File: src/rtl/tmr_pkg.sv
package tmr_pkg;
  localparam int DATA_W   = 32;
  localparam int CNT_W    = 29;
  localparam int EN_BIT   = 31;
  localparam int MODE_BIT = 30;
  localparam int CLR_BIT  = 30;
  localparam int PEND_BIT = 30;

  typedef struct packed {
    logic             run;
    logic             periodic;
    logic [CNT_W-1:0] load;
  } tmr_ctrl_t;
endpackage

File: src/rtl/tmr_regs.sv
module tmr_regs
  import tmr_pkg::*;
#(
  parameter int ADDR_W      = 12,
  parameter int BANK_BASE   = 0,
  parameter int CHAN_IDX    = 1,
  parameter int BANK_STRIDE = 8,
  parameter int STAT_OFS    = 4
) (
  input  logic              bus_sel,
  input  logic              bus_wr,
  input  logic [ADDR_W-1:0] bus_addr,
  input  logic [DATA_W-1:0] bus_wdata,
  input  tmr_ctrl_t         ctrl_q,
  input  logic [CNT_W-1:0]  count,
  input  logic              pend,
  output logic              ctrl_wr,
  output tmr_ctrl_t         ctrl_new,
  output logic              clr_req,
  output logic [DATA_W-1:0] bus_rdata
);
  localparam logic [ADDR_W-1:0] CTRL_ADDR = ADDR_W'(BANK_BASE + CHAN_IDX * BANK_STRIDE);
  localparam logic [ADDR_W-1:0] STAT_ADDR = ADDR_W'(BANK_BASE + CHAN_IDX * BANK_STRIDE + STAT_OFS);

  logic hit_ctrl, hit_stat;

  always_comb begin
    hit_ctrl = bus_sel && (bus_addr == CTRL_ADDR);
    hit_stat = bus_sel && (bus_addr == STAT_ADDR);
    ctrl_wr  = hit_ctrl && bus_wr;
    clr_req  = hit_stat && bus_wr && bus_wdata[CLR_BIT];
    ctrl_new.run      = bus_wdata[EN_BIT];
    ctrl_new.periodic = bus_wdata[MODE_BIT];
    ctrl_new.load     = bus_wdata[CNT_W-1:0];
  end

  always_comb begin
    bus_rdata = '0;
    if (hit_ctrl && !bus_wr) begin
      bus_rdata[EN_BIT]      = ctrl_q.run;
      bus_rdata[MODE_BIT]    = ctrl_q.periodic;
      bus_rdata[CNT_W-1:0]   = ctrl_q.load;
    end else if (hit_stat && !bus_wr) begin
      bus_rdata[PEND_BIT]    = pend;
      bus_rdata[CNT_W-1:0]   = count;
    end
  end

  // the two register strobes never fire together
  always_comb begin
    a_r2_one_target: assert (!(hit_ctrl && hit_stat));
  end
endmodule

File: src/rtl/tmr_counter.sv
module tmr_counter
  import tmr_pkg::*;
(
  input  logic             clk,
  input  logic             rst_n,
  input  logic             tick,
  input  logic             ctrl_wr,
  input  tmr_ctrl_t        ctrl_new,
  output tmr_ctrl_t        ctrl_q,
  output logic [CNT_W-1:0] count,
  output logic             expire
);
  logic at_zero;

  always_comb begin
    at_zero = (count == '0);
    expire  = ctrl_q.run && tick && at_zero && !ctrl_wr;
  end

  always_ff @(posedge clk or negedge rst_n) begin
    if (!rst_n) begin
      ctrl_q <= '0;
      count  <= '0;
    end else if (ctrl_wr) begin
      ctrl_q <= ctrl_new;
      count  <= ctrl_new.load;
    end else if (ctrl_q.run && tick) begin
      if (at_zero) begin
        if (ctrl_q.periodic) count <= ctrl_q.load;
        else                 ctrl_q.run <= 1'b0;
      end else begin
        count <= count - 1'b1;
      end
    end
  end

  // a control write sets the count to the written load value
  a_r4_load: assert property (@(posedge clk) disable iff (!rst_n)
    ctrl_wr |=> count == $past(ctrl_new.load));
  // periodic expiry reloads and stays enabled
  a_r6_reload: assert property (@(posedge clk) disable iff (!rst_n)
    (expire && ctrl_q.periodic) |=> (count == $past(ctrl_q.load)) && ctrl_q.run);
  // one-shot expiry turns the channel off
  a_r7_oneshot_off: assert property (@(posedge clk) disable iff (!rst_n)
    (expire && !ctrl_q.periodic) |=> !ctrl_q.run && (count == '0));
  // a stopped channel holds its count
  a_r8_hold: assert property (@(posedge clk) disable iff (!rst_n)
    (!ctrl_q.run && !ctrl_wr) |=> $stable(count));
endmodule

File: src/rtl/tmr_irq.sv
module tmr_irq (
  input  logic clk,
  input  logic rst_n,
  input  logic expire,
  input  logic clr_req,
  output logic pend
);
  always_ff @(posedge clk or negedge rst_n) begin
    if (!rst_n)       pend <= 1'b0;
    else if (expire)  pend <= 1'b1;
    else if (clr_req) pend <= 1'b0;
  end

  // expiry wins over a clear in the same cycle
  a_r10_set_wins: assert property (@(posedge clk) disable iff (!rst_n)
    expire |=> pend);
  // a clear with no expiry drops the flag
  a_r10_clear: assert property (@(posedge clk) disable iff (!rst_n)
    (clr_req && !expire) |=> !pend);
  // the level only rises because of an expiry
  a_r11_rise_cause: assert property (@(posedge clk) disable iff (!rst_n)
    $rose(pend) |-> $past(expire));
endmodule

File: src/rtl/tmr_channel.sv
module tmr_channel
  import tmr_pkg::*;
#(
  parameter int ADDR_W    = 12,
  parameter int BANK_BASE = 0,
  parameter int CHAN_IDX  = 1
) (
  input  logic              clk,
  input  logic              rst_n,
  input  logic              tick,
  input  logic              bus_sel,
  input  logic              bus_wr,
  input  logic [ADDR_W-1:0] bus_addr,
  input  logic [31:0]       bus_wdata,
  output logic [31:0]       bus_rdata,
  output logic              irq
);
  tmr_ctrl_t        ctrl_q, ctrl_new;
  logic [CNT_W-1:0] count;
  logic             ctrl_wr, clr_req, expire, pend;

  tmr_regs #(
    .ADDR_W(ADDR_W), .BANK_BASE(BANK_BASE), .CHAN_IDX(CHAN_IDX),
    .BANK_STRIDE(8), .STAT_OFS(4)
  ) u_regs (
    .bus_sel(bus_sel), .bus_wr(bus_wr), .bus_addr(bus_addr),
    .bus_wdata(bus_wdata), .ctrl_q(ctrl_q), .count(count), .pend(pend),
    .ctrl_wr(ctrl_wr), .ctrl_new(ctrl_new), .clr_req(clr_req),
    .bus_rdata(bus_rdata)
  );

  tmr_counter u_cnt (
    .clk(clk), .rst_n(rst_n), .tick(tick), .ctrl_wr(ctrl_wr),
    .ctrl_new(ctrl_new), .ctrl_q(ctrl_q), .count(count), .expire(expire)
  );

  tmr_irq u_irq (
    .clk(clk), .rst_n(rst_n), .expire(expire), .clr_req(clr_req), .pend(pend)
  );

  assign irq = pend;
endmodule

File: config.mk
export PLATFORM = sky130hd
export DESIGN_NAME = tmr_channel
export DESIGN_NICKNAME = d
export VERILOG_FILES = /design/src/rtl/tmr_pkg.sv /design/src/rtl/tmr_regs.sv /design/src/rtl/tmr_counter.sv /design/src/rtl/tmr_irq.sv /design/src/rtl/tmr_channel.sv
export SDC_FILE = /design/constraint.sdc
export NUM_CORES = 1
export LEC_CHECK = 0
export ABC_AREA = 0
export BUFFER_PORTS_ARGS = -buffer_cell sky130_fd_sc_hd__buf_4
export CORE_UTILIZATION = 50
export CTS_BUF_LIST = sky130_fd_sc_hd__clkbuf_4 sky130_fd_sc_hd__clkbuf_8 sky130_fd_sc_hd__clkbuf_16
export DETAILED_ROUTE_END_ITERATION = 12
export HOLD_SLACK_MARGIN = 0.15
export PLACE_DENSITY = 0.89
export SYNTH_ARGS = -nofsm -noshare
export SYNTH_HDL_FRONTEND = slang
export SYNTH_SLANG_ARGS = --single-unit
File: constraint.sdc
create_clock -name clk -period 2.6 [get_ports clk]
set_input_delay 0.52 -clock clk [delete_from_list [all_inputs] [get_ports clk]]
set_output_delay 0.52 -clock clk [all_outputs]
set_load 0.005 [all_outputs]
==> impl_metrics.json <==
{
  "r2r_end": "u_cnt.count[2]",
  "crit_type": "register to register",
  "wl_per_cell_um": 18.5,
  "clock-sinks": 61,
  "synth_nets": 536,
  "num_vias": 4310,
  "synth_cells": 486,
  "clock_power_share_pct": 42.1,
  "cpPeakStageDelay_ns": 0.55,
  "yosysUniqueCellTypes": 60,
  "peakVddDrop_mv": 0.273,
  "hold_violations": 0,
  "synth_top_area_cell": "dfrtp_1",
  "yosys_warnings": 0,
  "p_int_mw": 1.67,
  "seq_power_share_pct": 43.6,
  "grt.overflow.total": 0,
  "synth.top_cells.by_area": "dfrtp_1 (39%), nand2_1 (11%), mux2i_1 (9.0%)",
  "cp_common_cell": "or4_4",
  "synthArstFlopShare_pct": 100,
  "finalInstanceArea_mm2": 0.00534,
  "grt_pass1_vias": 4342,
  "dp_hpwl_um": 9190,
  "antenna_found_initial": 0,
  "pre_cts_ws_ns": -0.145,
  "wl_um": 13100,
  "setup.worst_path.start_class": "register",
  "fillers": 554,
  "worst_slack_ns": -0.149,
  "period_needed_ns": 2.75,
  "synth_edf_count": 0,
  "syn_area_mm2": 0.00390,
  "p_per_area_mw_per_mm2": 414,
  "p_sw_mw": 0.548,
  "final_nets": 658,
  "coreArea_mm2": 0.00741,
  "worstSetupEndpoint": "u_cnt.count[2]",
  "ys_ff_latch": 61,
  "crit_arrival_ns": 2.99,
  "postRouteAntennaNets": 0,
  "synth-main-ff-cell": "dfrtp_1",
  "crit_path_max_fanout": 4,
  "num_antenna_cells": 0,
  "setup_viol": 18,
  "maxSlewViolCount": 0,
  "required_ns": 2.84,
  "fmax_ghz": 0.364,
  "crit_start": "u_cnt.count[0]",
  "fp-row-count": 31,
  "reg2reg_from": "u_cnt.count[0]",
  "drcViolationCount": 0,
  "initial_core_util_pct": 52.6,
  "firstDrtPassIters": 5,
  "drive_gt1_share_pct": 31.2,
  "numCtsBuffers": 9,
  "switching_share_pct": 24.8,
  "slew_headroom_pct": 47.0,
  "io_pins": 82,
  "grt_max_degree": 62,
  "register_area_mm2": 0.00153,
  "pwr-share-comb_pct": 14.3,
  "worstMarginPinSlew_ns": 0.795,
  "violations": "setup timing",
  "rsz0062_at_grt": "true",
  "clkTransAtPathRegs_ns": 0.07,
  "path_cells": "inv_2, ha_4, or4b_4, or4_4, or4_4, a21oi_4, buf_6, a21oi_1, a21o_1",
  "leakagePower_nw": 2.68,
  "r2r_slack_ns": -0.15,
  "hp-class": "primary input to async pin",
  "tritoncts": "yes",
  "htreeDepth": 3,
  "vias_per_cell": 6.06,
  "ctsLongestPathBuffers": 2,
  "synth.avg_cell_area_um2": 8.02,
  "yosysSeqAreaShare_pct": 39.2,
  "hold_buffers": 0,
  "critPathCaptureType": "register",
  "root_buffer": "clkbuf_8",
  "slowest_stage": "or4_4",
  "fin_skew_ns": 0.0120,
  "synth_top_area_share_pct": 39.2,
  "die_h_um": 90.3,
  "status": "finished, violations left",
  "dr.first_iter.drc_count": 399,
  "hold_slack_ns": 0.242,
  "syn_to_final_growth_pct": 37.1,
  "ff2ff_path_depth": 9,
  "post-route-period-util_pct": 106,
  "clk_latency_ns": 0.35,
  "portBuffers": 79,
  "multi_input_area_mm2": 0.00234,
  "die_area_mm2": 0.00815,
  "gp_congestion": 0.961,
  "place_area_mm2": 0.00495,
  "grt_pass1_wl_um": 21100,
  "die_w_um": 90.3,
  "cap_violations": 0,
  "grt_usage_pct": 32.7
}
-- worst min-delay path by stage --
stage                         start  slack, ns  depth (start not counted)               to
floorplan                     rst_n       0.22                          0   u_cnt.count[0]
global placement    u_cnt.ctrl_q[2]       0.47                          2  u_cnt.ctrl_q[2]
detailed placement  u_cnt.ctrl_q[2]       0.48                          2  u_cnt.ctrl_q[2]
CTS                           rst_n       0.28                          1   u_cnt.count[5]
global route                  rst_n       0.31                          1   u_cnt.count[5]
finish                        rst_n       0.24                          1   u_cnt.count[5]
-- cells in the mapped netlist (6+ instances only) --
master    instances
a21oi_1          15
a31oi_1           9
clkbuf_1         23
dfrtp_1          61
mux2i_1          35
nand2_1         116
nand3_1          12
nor2_1           61
nor3_1           17
nor4_1           12
o211ai_1         15
o21ai_0          14
or3_1             6
-- layout by cell type (no fill, tap or decap), types with 3 or more instances in the layout --
cell type	n
buf_4	138
nand2_1	114
nor2_1	61
dfrtp_1	61
mux2i_1	35
o211ai_1	15
nor3_1	14
a21oi_1	14
nand3_1	11
o21ai_0	11
nor4_1	10
clkbuf_8	10
a31oi_1	9
or3_1	6
nand4_1	5
or4_4	5
o21ai_1	4
buf_6	4
nor2b_1	3
nor3_2	3
inv_1	3
xor2_1	3
or2_2	3
o41a_1	3
a211oi_1	3
clkinv_2	3
-- worst max-delay path: cells and delay by family (launching register included) --
family / cells / cell delay [ns]
AOI/OAI and AO/OA: 3 / 0.41
DFF: 1 / 0.39
adders and majority gates: 1 / 0.13
and+or+nand+nor: 3 / 1.47
buffers and inverters: 2 / 0.23
-- flip-flops by register name, summed over array words and instances (netlist names) --
| register | cells |
|---|---|
| u_cnt.count | 29 |
| u_cnt.ctrl_q | 31 |
| u_irq.pend | 1 |
-- power by group through the flow --
stage               Sequential [mW]  Clock, mW  Combinational [mW]
floorplan                     0.985          0               0.141
global placement              0.982          0               0.285
detailed placement            0.982          0               0.293
CTS                           0.965      0.939               0.302
global route                  0.965      0.983               0.340
finish                        0.965      0.933               0.316
-- per-stage QoR --
step                      setup TNS [ns]  util (%)  power [mW]  std cells
after floorplan                   -0.190         -        1.13        486
after global placement             -2.68      66.8        1.27        689
after detailed placement           -4.02      66.8        1.27        689
after CTS                          -1.03      71.2        2.21        708
after global routing               -2.72      72.1        2.29        711
final                              -1.34      72.1        2.21        711
-- per-layer routing --
metal  global-route usage, %  vias up  routed length [um]
met3                    5.47       61                1080
met1                    40.0     2036                5110
met2                    54.8      250                6350
met4                    18.4        0                 604
met5                       0        -                   0
li1                        -     1963                   -
-- area by class of cell --
type	instances	area share, %
Multi-Input combinational cell	387	43.8
Sequential cell	61	28.6
Clock inverter	5	1.40
Inverter	5	0.351
Tap cell	99	2.32
Clock buffer	10	2.58
Timing Repair Buffer	144	21.0
-- cell families after synthesis --
logic type / after synthesis / share of synthesized area (%)
AO/OA/AOI/OAI: 84 / 14.9
AND/OR/NAND/NOR: 260 / 31.0
multiplexers: 36 / 9.28
XOR/XNOR: 5 / 1.12
buffers and inverters: 38 / 4.11
flip-flops: 61 / 39.2
adder cells (fa/ha/maj): 1 / 0.321
other: 1 / 0.0962
-- repair_timing --
item	in CTS	in global routing
gates resized for setup	19	11
setup endpoints to repair	49	58
endpoints found under the hold margin	0	0
buffers inserted	4	3
pin swaps	5	3
No activity file was read; power rests on OpenSTA's default activity.
